`src/rtl/qfe_pkg.sv`:
```
// Shared types for the quadrature front end.
package qfe_pkg;

    // Decode resolution selector; code 3 is an alias of x4.
    typedef enum logic [1:0] {
        RES_X1     = 2'd0,
        RES_X2     = 2'd1,
        RES_X4     = 2'd2,
        RES_X4_ALT = 2'd3
    } res_e;

    localparam int unsigned ENC_LINES = 2;  // A and B

endpackage

```
`src/rtl/qfe_glitch_filter.sv`:
```
// Persistence filter for one encoder line.
// Output takes a new level only after the raw input has shown that level
// on LEN consecutive clocks (LEN of 0 behaves as 1).
// Assumes raw is already synchronous to clk.
module qfe_glitch_filter #(
    parameter int unsigned FW = 4
) (
    input  logic          clk,
    input  logic          rst_n,
    input  logic [FW-1:0] len,
    input  logic          raw,
    output logic          filt
);
    logic [FW-1:0] run;
    logic [FW:0]   run_nx;
    logic          reached;

    assign run_nx  = {1'b0, run} + 1'b1;
    assign reached = run_nx >= {1'b0, len};

    // Count consecutive samples differing from the output; commit at LEN.
    always_ff @(posedge clk) begin
        if (!rst_n) begin
            filt <= 1'b0;
            run  <= '0;
        end else if (raw == filt) begin
            run <= '0;
        end else if (reached) begin
            filt <= raw;
            run  <= '0;
        end else begin
            run <= run_nx[FW-1:0];
        end
    end

    // the output only ever moves to a level the input actually had.
    a_r2_follows_sample: assert property (@(posedge clk) disable iff (!rst_n)
        (filt != $past(filt)) |-> (filt == $past(raw)));

endmodule

```
`src/rtl/qfe_step_decoder.sv`:
```
// Step decoder and noise flag.
// Quadrature mode: compares the filtered A/B pair with its previous value,
// classifies the step and selects counts by resolution.
// Bypass mode: rising raw A is a count, raw B the direction.
// Exports next-cycle count pulse for the index unit.
module qfe_step_decoder
    import qfe_pkg::*;
(
    input  logic clk,
    input  logic rst_n,
    input  logic quad_en,
    input  res_e res,
    input  logic ab_en,
    input  logic noise_clr,
    input  logic fa,
    input  logic fb,
    input  logic raw_a,
    input  logic raw_b,
    output logic pulse_nx,
    output logic cnt_en,
    output logic cnt_up,
    output logic noise_err
);
    logic pa, pb, ra_q;
    logic chg_a, chg_b, single, both;
    logic q_hit, q_up, nq_hit;
    logic up_nx, noise_set;

    // Previous filtered pair and previous raw A.
    always_ff @(posedge clk) begin
        if (!rst_n) begin
            pa   <= 1'b0;
            pb   <= 1'b0;
            ra_q <= 1'b0;
        end else begin
            pa   <= fa;
            pb   <= fb;
            ra_q <= raw_a;
        end
    end

    // Step classification and resolution selection.
    always_comb begin
        chg_a  = fa ^ pa;
        chg_b  = fb ^ pb;
        single = chg_a ^ chg_b;
        both   = chg_a & chg_b;
        q_up   = fa ^ pb;
        unique case (res)
            RES_X1:  q_hit = single & chg_a & ~fb;
            RES_X2:  q_hit = single & chg_a;
            default: q_hit = single;
        endcase
        nq_hit    = raw_a & ~ra_q;
        pulse_nx  = ab_en & (quad_en ? q_hit : nq_hit);
        up_nx     = quad_en ? q_up : raw_b;
        noise_set = quad_en & both;
    end

    // Registered count strobe, direction and sticky noise flag.
    always_ff @(posedge clk) begin
        if (!rst_n) begin
            cnt_en    <= 1'b0;
            cnt_up    <= 1'b0;
            noise_err <= 1'b0;
        end else begin
            cnt_en    <= pulse_nx;
            cnt_up    <= up_nx;
            noise_err <= noise_set | (noise_err & ~noise_clr);
        end
    end

    // the flag holds while no clear is applied.
    a_r6_noise_sticky: assert property (@(posedge clk) disable iff (!rst_n)
        ($past(noise_err) && !$past(noise_clr)) |-> noise_err);
    // the flag only rises out of quadrature mode never.
    a_r8_no_noise_bypass: assert property (@(posedge clk) disable iff (!rst_n)
        $rose(noise_err) |-> $past(quad_en));
    // a count strobe needs the inputs enabled the cycle before.
    a_r9_gated_counts: assert property (@(posedge clk) disable iff (!rst_n)
        cnt_en |-> $past(ab_en));

endmodule

```
`src/rtl/qfe_index_unit.sv`:
```
// Index strobe generator.
// Direct form: strobe follows a low index level.
// Synchronous form (only when quadrature mode is on): strobe rides on the
// decoder's next-cycle count pulse while index equals the polarity bit.
module qfe_index_unit (
    input  logic clk,
    input  logic rst_n,
    input  logic quad_en,
    input  logic sync_req,
    input  logic pol,
    input  logic idx,
    input  logic pulse_nx,
    output logic idx_strobe
);
    logic sync_eff;

    assign sync_eff = sync_req & quad_en;

    // Register the selected index function.
    always_ff @(posedge clk) begin
        if (!rst_n) begin
            idx_strobe <= 1'b0;
        end else if (sync_eff) begin
            idx_strobe <= pulse_nx & (idx ~^ pol);
        end else begin
            idx_strobe <= ~idx;
        end
    end

endmodule

```
`src/rtl/qenc_front_end.sv`:
```
// One-channel quadrature encoder front end.
// Filters A/B, decodes them (or bypasses in clock/direction mode), flags
// illegal two-line steps and produces the index strobe.
// Assumes all encoder inputs are already synchronous to clk.
module qenc_front_end
    import qfe_pkg::*;
#(
    parameter int unsigned FILT_W = 4
) (
    input  logic              clk,
    input  logic              rst_n,
    input  logic              cfg_quad_en,
    input  logic [1:0]        cfg_scale,
    input  logic              cfg_ab_en,
    input  logic              cfg_sync_idx,
    input  logic              cfg_idx_pol,
    input  logic [FILT_W-1:0] cfg_filt_len,
    input  logic              noise_clr,
    input  logic              enc_a,
    input  logic              enc_b,
    input  logic              enc_idx,
    output logic              cnt_en,
    output logic              cnt_up,
    output logic              noise_err,
    output logic              idx_strobe
);
    logic [ENC_LINES-1:0] raw_lines;
    logic [ENC_LINES-1:0] filt_lines;
    logic                 pulse_nx;
    res_e                 res_eff;

    assign raw_lines = {enc_b, enc_a};
    // Bypass mode forces x1 resolution.
    assign res_eff   = cfg_quad_en ? res_e'(cfg_scale) : RES_X1;

    for (genvar g = 0; g < ENC_LINES; g++) begin : g_filt
        qfe_glitch_filter #(.FW(FILT_W)) u_filt (
            .clk  (clk),
            .rst_n(rst_n),
            .len  (cfg_filt_len),
            .raw  (raw_lines[g]),
            .filt (filt_lines[g])
        );
    end

    qfe_step_decoder u_dec (
        .clk      (clk),
        .rst_n    (rst_n),
        .quad_en  (cfg_quad_en),
        .res      (res_eff),
        .ab_en    (cfg_ab_en),
        .noise_clr(noise_clr),
        .fa       (filt_lines[0]),
        .fb       (filt_lines[1]),
        .raw_a    (enc_a),
        .raw_b    (enc_b),
        .pulse_nx (pulse_nx),
        .cnt_en   (cnt_en),
        .cnt_up   (cnt_up),
        .noise_err(noise_err)
    );

    qfe_index_unit u_idx (
        .clk       (clk),
        .rst_n     (rst_n),
        .quad_en   (cfg_quad_en),
        .sync_req  (cfg_sync_idx),
        .pol       (cfg_idx_pol),
        .idx       (enc_idx),
        .pulse_nx  (pulse_nx),
        .idx_strobe(idx_strobe)
    );

    // a synchronous index strobe coincides with a count strobe.
    a_r11_sync_with_count: assert property (@(posedge clk) disable iff (!rst_n)
        (idx_strobe && $past(cfg_sync_idx && cfg_quad_en)) |-> cnt_en);
    // in bypass mode the strobe reflects a low index level.
    a_r12_bypass_direct_idx: assert property (@(posedge clk) disable iff (!rst_n)
        (idx_strobe && !$past(cfg_quad_en)) |-> !$past(enc_idx));

endmodule

```
`config.mk`:
```
export PLATFORM = sky130hd
export DESIGN_NAME = qenc_front_end
export DESIGN_NICKNAME = d
export VERILOG_FILES = /design/src/rtl/qfe_pkg.sv /design/src/rtl/qfe_glitch_filter.sv /design/src/rtl/qfe_step_decoder.sv /design/src/rtl/qfe_index_unit.sv /design/src/rtl/qenc_front_end.sv
export SDC_FILE = /design/constraint.sdc
export NUM_CORES = 1
export LEC_CHECK = 0
export BUFFER_PORTS_ARGS = -buffer_cell sky130_fd_sc_hd__buf_2
export CAP_MARGIN = 20
export CORE_MARGIN = 2
export CORE_UTILIZATION = 59
export CTS_BUF_LIST = sky130_fd_sc_hd__clkbuf_2 sky130_fd_sc_hd__clkbuf_4 sky130_fd_sc_hd__clkbuf_8
export CTS_CLUSTER_SIZE = 8
export DETAILED_ROUTE_END_ITERATION = 10
export HOLD_SLACK_MARGIN = 0.12
export PLACE_DENSITY = 0.83
export REMOVE_ABC_BUFFERS = 1
export SLEW_MARGIN = 20
export SYNTH_ARGS = -nofsm -noshare
export SYNTH_HDL_FRONTEND = slang
export SYNTH_SLANG_ARGS = --single-unit
```
`constraint.sdc`:
```
create_clock -name clk -period 3.7 [get_ports clk]
set_input_delay 0 -clock clk [delete_from_list [all_inputs] [get_ports clk]]
set_output_delay 0 -clock clk [all_outputs]
set_load 0.02 [all_outputs]
```
Word-level counts from Yosys, hierarchy flattened
Index checks and enable logic that the tools add are counted.
{"block": "word_totals", "reg_bits": 17, "input_bits": 16, "output_inout_bits": 4, "wordCells": 50}
{"block": "op_classes", "n_addsub": 2, "order_cmp": 2, "eq_ne": 3, "muxes": 5, "n_bitwise": 22, "reduce_logical": 5}
{"op": "$add A4 B1 Y5 const B", "n": 2}
{"op": "$ge A5 B4 Y1", "n": 2}
{"op": "$and A1 B1 Y1", "n": 9}
{"op": "$not A1 Y1", "n": 7}
{"op": "$reduce_or A3 Y1", "n": 2}
{"op": "$reduce_and A2 Y1", "n": 2}
{"op": "$xor A1 B1 Y1", "n": 4}
{"op": "$mux W1", "n": 3}
{"op": "$eq A1 B1 Y1", "n": 2}
{"op": "$eq A2 B1 Y1 const B", "n": 1}
{"op": "$logic_not A2 Y1", "n": 1}
{"op": "$mux W2", "n": 1}
{"op": "$pmux W1 S2", "n": 1}
{"op": "$or A1 B1 Y1", "n": 1}
{"op": "$xnor A1 B1 Y1", "n": 1}

Longest topological paths before layout
Gate-level depths: netlist (run 1).
{"block": "logic_depth", "ltp_word": 9, "ltp_mapped": 6, "ltp_nobuf": 6}

Modules after synthesis
From an unflattened synthesis (run 1), not the netlist that was laid out.
{"block": "unflattened", "cells_unflattened": 99, "hier_area_um2": 952.2}
{"module": "qfe_glitch_filter", "instances": 2, "cells_each": 31, "area_each_um2": 304.0, "seq_area_each_um2": 100.1}
{"module": "qfe_step_decoder", "instances": 1, "cells_each": 28, "area_each_um2": 279.0, "seq_area_each_um2": 120.1}
{"module": "qfe_index_unit", "instances": 1, "cells_each": 7, "area_each_um2": 52.6, "seq_area_each_um2": 20.0}
{"module": "qenc_front_end", "instances": 1, "cells_each": 2, "area_each_um2": 12.5, "seq_area_each_um2": 0.0}

Worst setup path after synthesis (run 1)
No wires, ideal clock.
{"block": "synth_path", "kind": "register to register", "from": "register g_filt[0].u_filt.run[0]", "to": "register g_filt[0].u_filt.filt", "setup_ns": 0.123, "arrival_time_ns": 1.501, "required_time_ns": 3.577, "setup_slack_ns": 2.076, "stages_incl_launch_ff": 7, "path_buffers": 0, "synth_period_minus_slack_ns": 1.624, "cell_sequence": "dfxtp_1 ha_1 xor2_1 ha_1 o21ai_0 o21ai_1 mux2_1"}
{"block": "synth_between", "elab_chain_len": 3}
{"element": "start, declared", "line_no": "qfe_glitch_filter.sv:14", "rtl": "logic [FW-1:0] run;"}
{"element": "start signal, assigned", "line_no": "qfe_glitch_filter.sv:32", "rtl": "run <= run_nx[FW-1:0];"}
{"element": "$add A4 B1 Y5", "line_no": "qfe_glitch_filter.sv:18", "rtl": "assign run_nx = {1'b0, run} + 1'b1;"}
{"element": "net g_filt[0].u_filt.run_nx[2]", "line_no": "qfe_glitch_filter.sv:15", "rtl": "logic [FW:0] run_nx;"}
{"element": "$ge A5 B4 Y1", "line_no": "qfe_glitch_filter.sv:19", "rtl": "assign reached = run_nx >= {1'b0, len};"}
{"element": "$reduce_and A2 Y1 (no line)"}
{"element": "end signal, assigned", "line_no": "qfe_glitch_filter.sv:29", "rtl": "filt <= raw;"}
{"element": "end, declared", "line_no": "qfe_glitch_filter.sv:12", "rtl": "output logic filt"}
The timed path passes the listed nets, and every way through them passes these cells.
A chain may end at the register's enable or synchronous reset.

Final worst setup path (run 1)
{"block": "layout_path", "from": "register g_filt[1].u_filt.run[0]", "to": "register g_filt[1].u_filt.filt"}
{"block": "layout_between", "elab_chain_len": 3}
{"element": "start, declared", "line_no": "qfe_glitch_filter.sv:14"}
{"element": "start signal, assigned", "line_no": "qfe_glitch_filter.sv:32"}
{"element": "$add A4 B1 Y5", "line_no": "qfe_glitch_filter.sv:18"}
{"element": "net g_filt[1].u_filt.run_nx[2]", "line_no": "qfe_glitch_filter.sv:15"}
{"element": "$ge A5 B4 Y1", "line_no": "qfe_glitch_filter.sv:19"}
{"element": "$reduce_and A2 Y1 (no line)"}
{"element": "end signal, assigned", "line_no": "qfe_glitch_filter.sv:29"}
{"element": "end, declared", "line_no": "qfe_glitch_filter.sv:12"}
The timed path passes the listed nets, and every way through them passes these cells.

==> results of run 1 <==
## final cells by class
class,instances,area [um2]
Sequential cell,17,340
Clock buffer,3,22.5
Inverter,8,30.0
Tap cell,15,18.8
Fill cell,95,219
Timing Repair Buffer,30,205
Clock inverter,1,5.00
Multi-Input combinational cell,64,509
## where the power goes
part           internal [mW]  switching (mW)
clock network         0.0401          0.0543
logic                 0.0379          0.0343
registers              0.191         0.00620
total                  0.269          0.0948
## cell families (layout without fill, tap and decap cells)
group | Yosys count | count (layout) | share of synthesized area, %
AND/OR/NAND/NOR | 24 | 24 | 15.3
flip-flops | 17 | 17 | 38.5
adder cells (fa/ha/maj) | 12 | 12 | 17.0
multiplexers | 2 | 2 | 2.40
XOR/XNOR | 9 | 9 | 8.91
AO/OA/AOI/OAI | 17 | 17 | 14.0
buffers and inverters | 9 | 42 | 3.96
## metrics by stage
| step | utilization [%] | area, um2 | setup WS [ns] | power [mW] |
|---|---|---|---|---|
| detailed placement | 73.6 | 993 | 1.94 | 0.264 |
| finish | 83.8 | 1130 | 1.49 | 0.364 |
| CTS | 83.8 | 1130 | 1.51 | 0.368 |
| global route | 83.8 | 1130 | 1.34 | 0.388 |
| global placement | 73.6 | 993 | 2.04 | 0.261 |
| floorplan | - | 880 | 2.08 | 0.242 |
## worst max path at each step
stage	from	endpoint	depth (start not counted)
global route	g_filt[1].u_filt.run[0]	g_filt[1].u_filt.filt	7
finish	g_filt[1].u_filt.run[0]	g_filt[1].u_filt.filt	7
floorplan	g_filt[0].u_filt.run[0]	g_filt[0].u_filt.filt	6
detailed placement	g_filt[0].u_filt.run[0]	g_filt[0].u_filt.filt	6
global placement	g_filt[0].u_filt.run[0]	g_filt[0].u_filt.filt	6
CTS	g_filt[1].u_filt.run[0]	g_filt[1].u_filt.filt	7
## flip-flops by register name, summed over array words and instances, names as in the netlist
signal	cells
u_dec.cnt_en	1
g_filt.u_filt.filt	2
u_dec.ra_q	1
u_idx.idx_strobe	1
u_dec.noise_err	1
u_dec.cnt_up	1
g_filt.u_filt.run	8
u_dec.pb	1
u_dec.pa	1
## metal layers
layer	vias up	wire length (um)	GRT usage, %
met4	0	30	8.13
met1	327	749	23.4
met3	4	79	3.83
met5	-	0	0
met2	23	786	34.2
li1	379	-	-
## cell usage in the layout, fill, tap and decap left out, types with 2 or more instances in the layout
cell type      instances
inv_1                  8
nor2b_1                7
xor2_1                 5
nand3_1                2
dfxtp_1               17
and2_1                 2
ha_1                  12
dlygate4sd3_1         11
o2111ai_1              2
o21ai_0                4
buf_2                 19
nand2_1                4
xnor2_1                4
nand2b_1               3
nor2_1                 4
clkbuf_4               3
a31oi_1                3
## what timing repair did
item | in CTS | in global routing
setup endpoints to repair | 0 | 0
hold buffers | 11 | 0
endpoints found under the hold margin | 8 | 0
## worst max-delay path: stages (launching register included)
cell	delay [ns]
dfxtp_1	0.39
ha_1	0.20
xor2_1	0.20
ha_1	0.26
o21ai_0	0.22
o21ai_0	0.14
mux2i_1	0.14
dlygate4sd3_1	0.56
==> impl_metrics.csv, run 1 <==
group,metric,value,unit
synth,post-synth-top-count-cell,"dfxtp_1",
synth,synth_cell_types,27,
timing,post-route-period-util,59.6,%
setup_path,critPathArrivalTime,2.38,ns
synth,yosys-top-cells-count,"dfxtp_1 (17), ha_1 (12), inv_1 (8)",
synth,synth_seq_area_share,38.5,%
timing,holdWs,0.365,ns
clock_network,cts_resized,0,
place,dp.cells,123,
synth,yosys.area.top_type_share,38.5,%
grt,grt_antenna_before_repair,0,
route,final_antenna_net_count,0,
setup_path,critPathLaunchType,"register",
setup_path,r2r-start,"g_filt[1].u_filt.run[0]",
hold_path,min_path_cells,6,
die,die_h,42.7,um
setup_path,path_class,"register to register",
clock_network,cts_setup_buffers,0,
run_status,status,"finished clean",
timing,tightestPinTransition,0.399,ns
synth,syn_inst,90,
hold_path,hp-class,"input port to register",
clock_network,cts_tree,"done",
synth,async_flop_share,0,%
synth,yosys_warnings,0,
timing,tns,0,ns
grt,grt_overflow,0,
synth,syn_avg_cell_area,9.83,um2
grt,track_usage,19.7,%
timing,hold_viol_final,0,
setup_path,crit-reg2reg-capture,"g_filt[1].u_filt.filt",
timing,drv_slew,0,
die,die-area,1830,um2
route,drc_errors,0,
setup_path,worstPathMaxFanout,4,
die,ioPinCount,20,
grt,grt_pass1_vias,706,
setup_path,critPathRequiredTime,3.87,ns
pwr,p_leak,0.576,nW
die,fp.dieW,42.7,um
route,wirelength,1.65,mm
die,core,1350,um2
timing,clock-skew-final,0.00427,ns
clock_network,clk_pin_slew,0.10,ns
timing,min_period,2.21,ns
place,gp_congestion,0.762,
route,drt_first_pass_iters,4,
clock_network,clkLatencyLatePin,0.28,ns
timing,setup_violations,0,
synth,syn-cell-area,885,um2
route,wl_per_cell,11.9,um
setup_path,crit_path_end_kind,"register",
route,vias,733,
clock_network,h-tree-depth,1,
synth,synth_edf_count,0,
pwr,ir_worst_vdd,0.000235,V
die,initial_utilization,65.5,%
die,rows,13,
timing,max_slew_margin,73.4,%
clock_network,cts_root_buffer,"clkbuf_4",
place,dp_hpwl,1.13,mm
grt,grt_max_degree,11,
layout,drive_above_1_share,20.3,%
synth,synth_top_cell_by_area,"dfxtp_1",
clock_network,cts_buffer_depth,2,
timing,grt_setup_unrepaired,"false",
layout,synthToLayoutAreaGrowth,27.9,%
flow_run,maxCapViolCount,0,
route,via_per_inst,5.31,
layout,antennaDiodeCount,0,
setup_path,worst-r2r-setup-slack,1.49,ns
setup_path,r2r_cells,7,
route,first_iter_violations,16,
layout,stdcell_count,138,
clock_network,numCtsBuffers,3,
grt,grt_pass1_wl,2.71,mm
hold_path,worstHoldStart,"cfg_filt_len[3]",
synth,yosys-top-cells-area,"dfxtp_1 (38%), ha_1 (17%), nor2b_1 (5.0%)",
place,port_buffers,19,
clock_network,cts.sinks,17,
pwr,powerDensity,322,nW/um2
synth,synth-seq-cells,17,
timing,fmax,453,MHz
layout,fin_nets,152,
hold_path,whs_endpoint,"g_filt[0].u_filt.filt",
synth,ys.flop_type,"dfxtp_1",
Power figures use the tool's default switching activity.
==> run 2: changes to the inputs <==
--- a/config.mk
+++ b/config.mk
@@ -8,12 +8,12 @@
 export BUFFER_PORTS_ARGS = -buffer_cell sky130_fd_sc_hd__buf_2
 export CAP_MARGIN = 20
 export CORE_MARGIN = 2
-export CORE_UTILIZATION = 59
+export CORE_UTILIZATION = 54
 export CTS_BUF_LIST = sky130_fd_sc_hd__clkbuf_2 sky130_fd_sc_hd__clkbuf_4 sky130_fd_sc_hd__clkbuf_8
 export CTS_CLUSTER_SIZE = 8
 export DETAILED_ROUTE_END_ITERATION = 10
 export HOLD_SLACK_MARGIN = 0.12
-export PLACE_DENSITY = 0.83
+export PLACE_DENSITY = 0.77
 export REMOVE_ABC_BUFFERS = 1
 export SLEW_MARGIN = 20
 export SYNTH_ARGS = -nofsm -noshare
==> constraint.sdc (replaced) <==
create_clock -name clk -period 2.1 [get_ports clk]
set_input_delay 0 -clock clk [delete_from_list [all_inputs] [get_ports clk]]
set_output_delay 0 -clock clk [all_outputs]
set_load 0.02 [all_outputs]
==> run 2 against run 1 <==
Net effect:
- register-to-register slack worse by 1.3 ns
- power up 81%
- critical endpoint is now u_dec.cnt_en
- non-clock buffer count up 2
- die area up 8.4%
- clock skew down 0.0011 ns
==> impl_metrics.csv, run 2 (same netlist as run 1, synthesis figures left out) <==
group,metric,value,unit
run_status,status,"finished clean",
place,gp_congestion,0.758,
die,die_h,44.5,um
layout,stdcell_count,141,
timing,setup_violations,0,
pwr,p_sw_share,25.0,%
pwr,p_seq_share,52.7,%
die,core,1520,um2
setup_path,crit_path_end_kind,"register",
pwr,p_int,0.494,mW
pwr,power_frac_clock,27.4,%
route,drc_errors,0,
layout,antennaDiodeCount,0,
setup_path,critPathLaunch,"g_filt[0].u_filt.filt",
setup_path,cp_cell_sequence,"xor2_2 -> ha_1 -> inv_1 -> o311ai_2 -> o2111a_1 -> dlygate4sd3_1",
pwr,p_switching,0.165,mW
grt,grt_overflow,0,
timing,fmax,515,MHz
layout,multi_input_area,524,um2
timing,tightestPinTransition,0.384,ns
layout,largest_register_ffs,8,
route,final_antenna_net_count,0,
die,ioPinCount,20,
clock_network,clkLatencyLatePin,0.28,ns
place,dp_hpwl,1.08,mm
pwr,ir_worst_vdd,0.000348,V
setup_path,path_class,"register to register",
clock_network,cts_tree,"done",
layout,reg_top3,"g_filt.u_filt.run (8), g_filt.u_filt.filt (2)",
die,initial_utilization,58.0,%
clock_network,clk_pin_slew,0.09,ns
layout,nFillCells,106,
timing,tns,0,ns
layout,fin_nets,154,
route,wirelength,1.63,mm
timing,drv_slew,0,
grt,grt_max_degree,11,
layout,regArea,340,um2
clock_network,cts_buffer_depth,2,
pwr,comb_power_share,19.9,%
clock_network,cts_setup_buffers,0,
grt,grt_pass1_vias,717,
setup_path,critPathLaunchType,"register",
route,vias,728,
setup_path,r2r-start,"g_filt[0].u_filt.filt",
grt,track_usage,18.8,%
pwr,powerDensity,563,nW/um2
route,first_iter_violations,5,
setup_path,critPathSlowestCell,"dlygate4sd3_1",
hold_path,hp-class,"input port to register",
timing,post-route-period-util,92.5,%
flow_run,maxCapViolCount,0,
clock_network,h-tree-depth,1,
place,dp.cells,124,
place,port_buffers,19,
clock_network,cts.sinks,17,
setup_path,critPathArrivalTime,2.17,ns
clock_network,numCtsBuffers,3,
layout,regMostFlops,"g_filt.u_filt.run",
setup_path,r2r_cells,6,
setup_path,worstPathMaxFanout,4,
grt,grt_pass1_wl,2.75,mm
grt,grt_antenna_before_repair,0,
layout,synthToLayoutAreaGrowth,32.2,%
timing,min_period,1.94,ns
setup_path,critPathRequiredTime,2.33,ns
route,via_per_inst,5.16,
layout,post-route-util,76.8,%
route,drt_first_pass_iters,3,
hold_path,min_path_cells,4,
die,fp.dieW,44.5,um
die,rows,14,
timing,clock-skew-final,0.00317,ns
route,wl_per_cell,11.5,um
layout,layout_commonest_cell,"buf_2",
timing,max_slew_margin,74.4,%
clock_network,cts_root_buffer,"clkbuf_4",
timing,hold_viol_final,0,
layout,drive_above_1_share,21.6,%
timing,grt_setup_unrepaired,"false",
layout,final_cell_mix,"buf_2 (19), dfxtp_1 (17), dlygate4sd3_1 (13)",
pwr,p_leak,0.586,nW
setup_path,worst_path_largest_cell_delay,0.53,ns
hold_path,worstHoldStart,"cfg_idx_pol",
die,die-area,1980,um2
run 2: final cells by class:
| class | count | share of cell area (%) |
|---|---|---|
| Sequential cell | 17 | 29.1 |
| Inverter | 8 | 2.57 |
| Multi-Input combinational cell | 64 | 44.8 |
| Tap cell | 16 | 1.71 |
| Timing Repair Buffer | 32 | 19.3 |
| Clock buffer | 4 | 2.57 |
run 2: per-stage QoR:
stage	cell area, um2	hold WS (ns)	total power [mW]	worst slack (ns)
final	1170	0.138	0.659	0.158
after global routing	1170	0.188	0.700	0.00790
after CTS	1150	0.127	0.657	0.0654
after detailed placement	995	0.278	0.464	0.380
after global placement	995	0.276	0.461	0.435
after floorplan	880	0.115	0.427	0.476
run 2: final timing paths:
path | end | slack (ns)
min reg2reg | g_filt[0].u_filt.run[0] | 0.47
max reg2reg | u_dec.cnt_en | 0.16
max | u_dec.cnt_en | 0.16
min | u_idx.idx_strobe | 0.14
run 2: repair_timing:
item | in CTS | in global routing
endpoints found under the setup margin | 0 | 1
hold buffers | 13 | 0
hold endpoints to repair | 9 | 0
resized for setup | 0 | 2
run 2: worst max-delay path, delay by kind of cell, from the launching register on:
| family | cells | cell delay [ns] |
|---|---|---|
| compound gates | 2 | 0.52 |
| fa+ha+maj | 1 | 0.16 |
| xor+xnor | 1 | 0.18 |
| flops | 1 | 0.45 |
| buf+inv | 2 | 0.57 |
run 2: power groups by stage:
stage               clock, mW  sequential (mW)  combinational, mW
floorplan                   0            0.358             0.0692
global placement            0            0.354              0.107
detailed placement          0            0.354              0.109
CTS                     0.183            0.347              0.128
global route            0.200            0.350              0.150
finish                  0.180            0.347              0.131
run 2: routing by layer:
metal | up-vias | share of wire [%] | global-route usage, %
met3 | 5 | 5.4 | 2.45
met4 | 0 | 1.8 | 9.09
met1 | 321 | 43 | 20.3
met5 | - | 0 | 0
met2 | 21 | 50 | 35.4
li1 | 381 | - | -
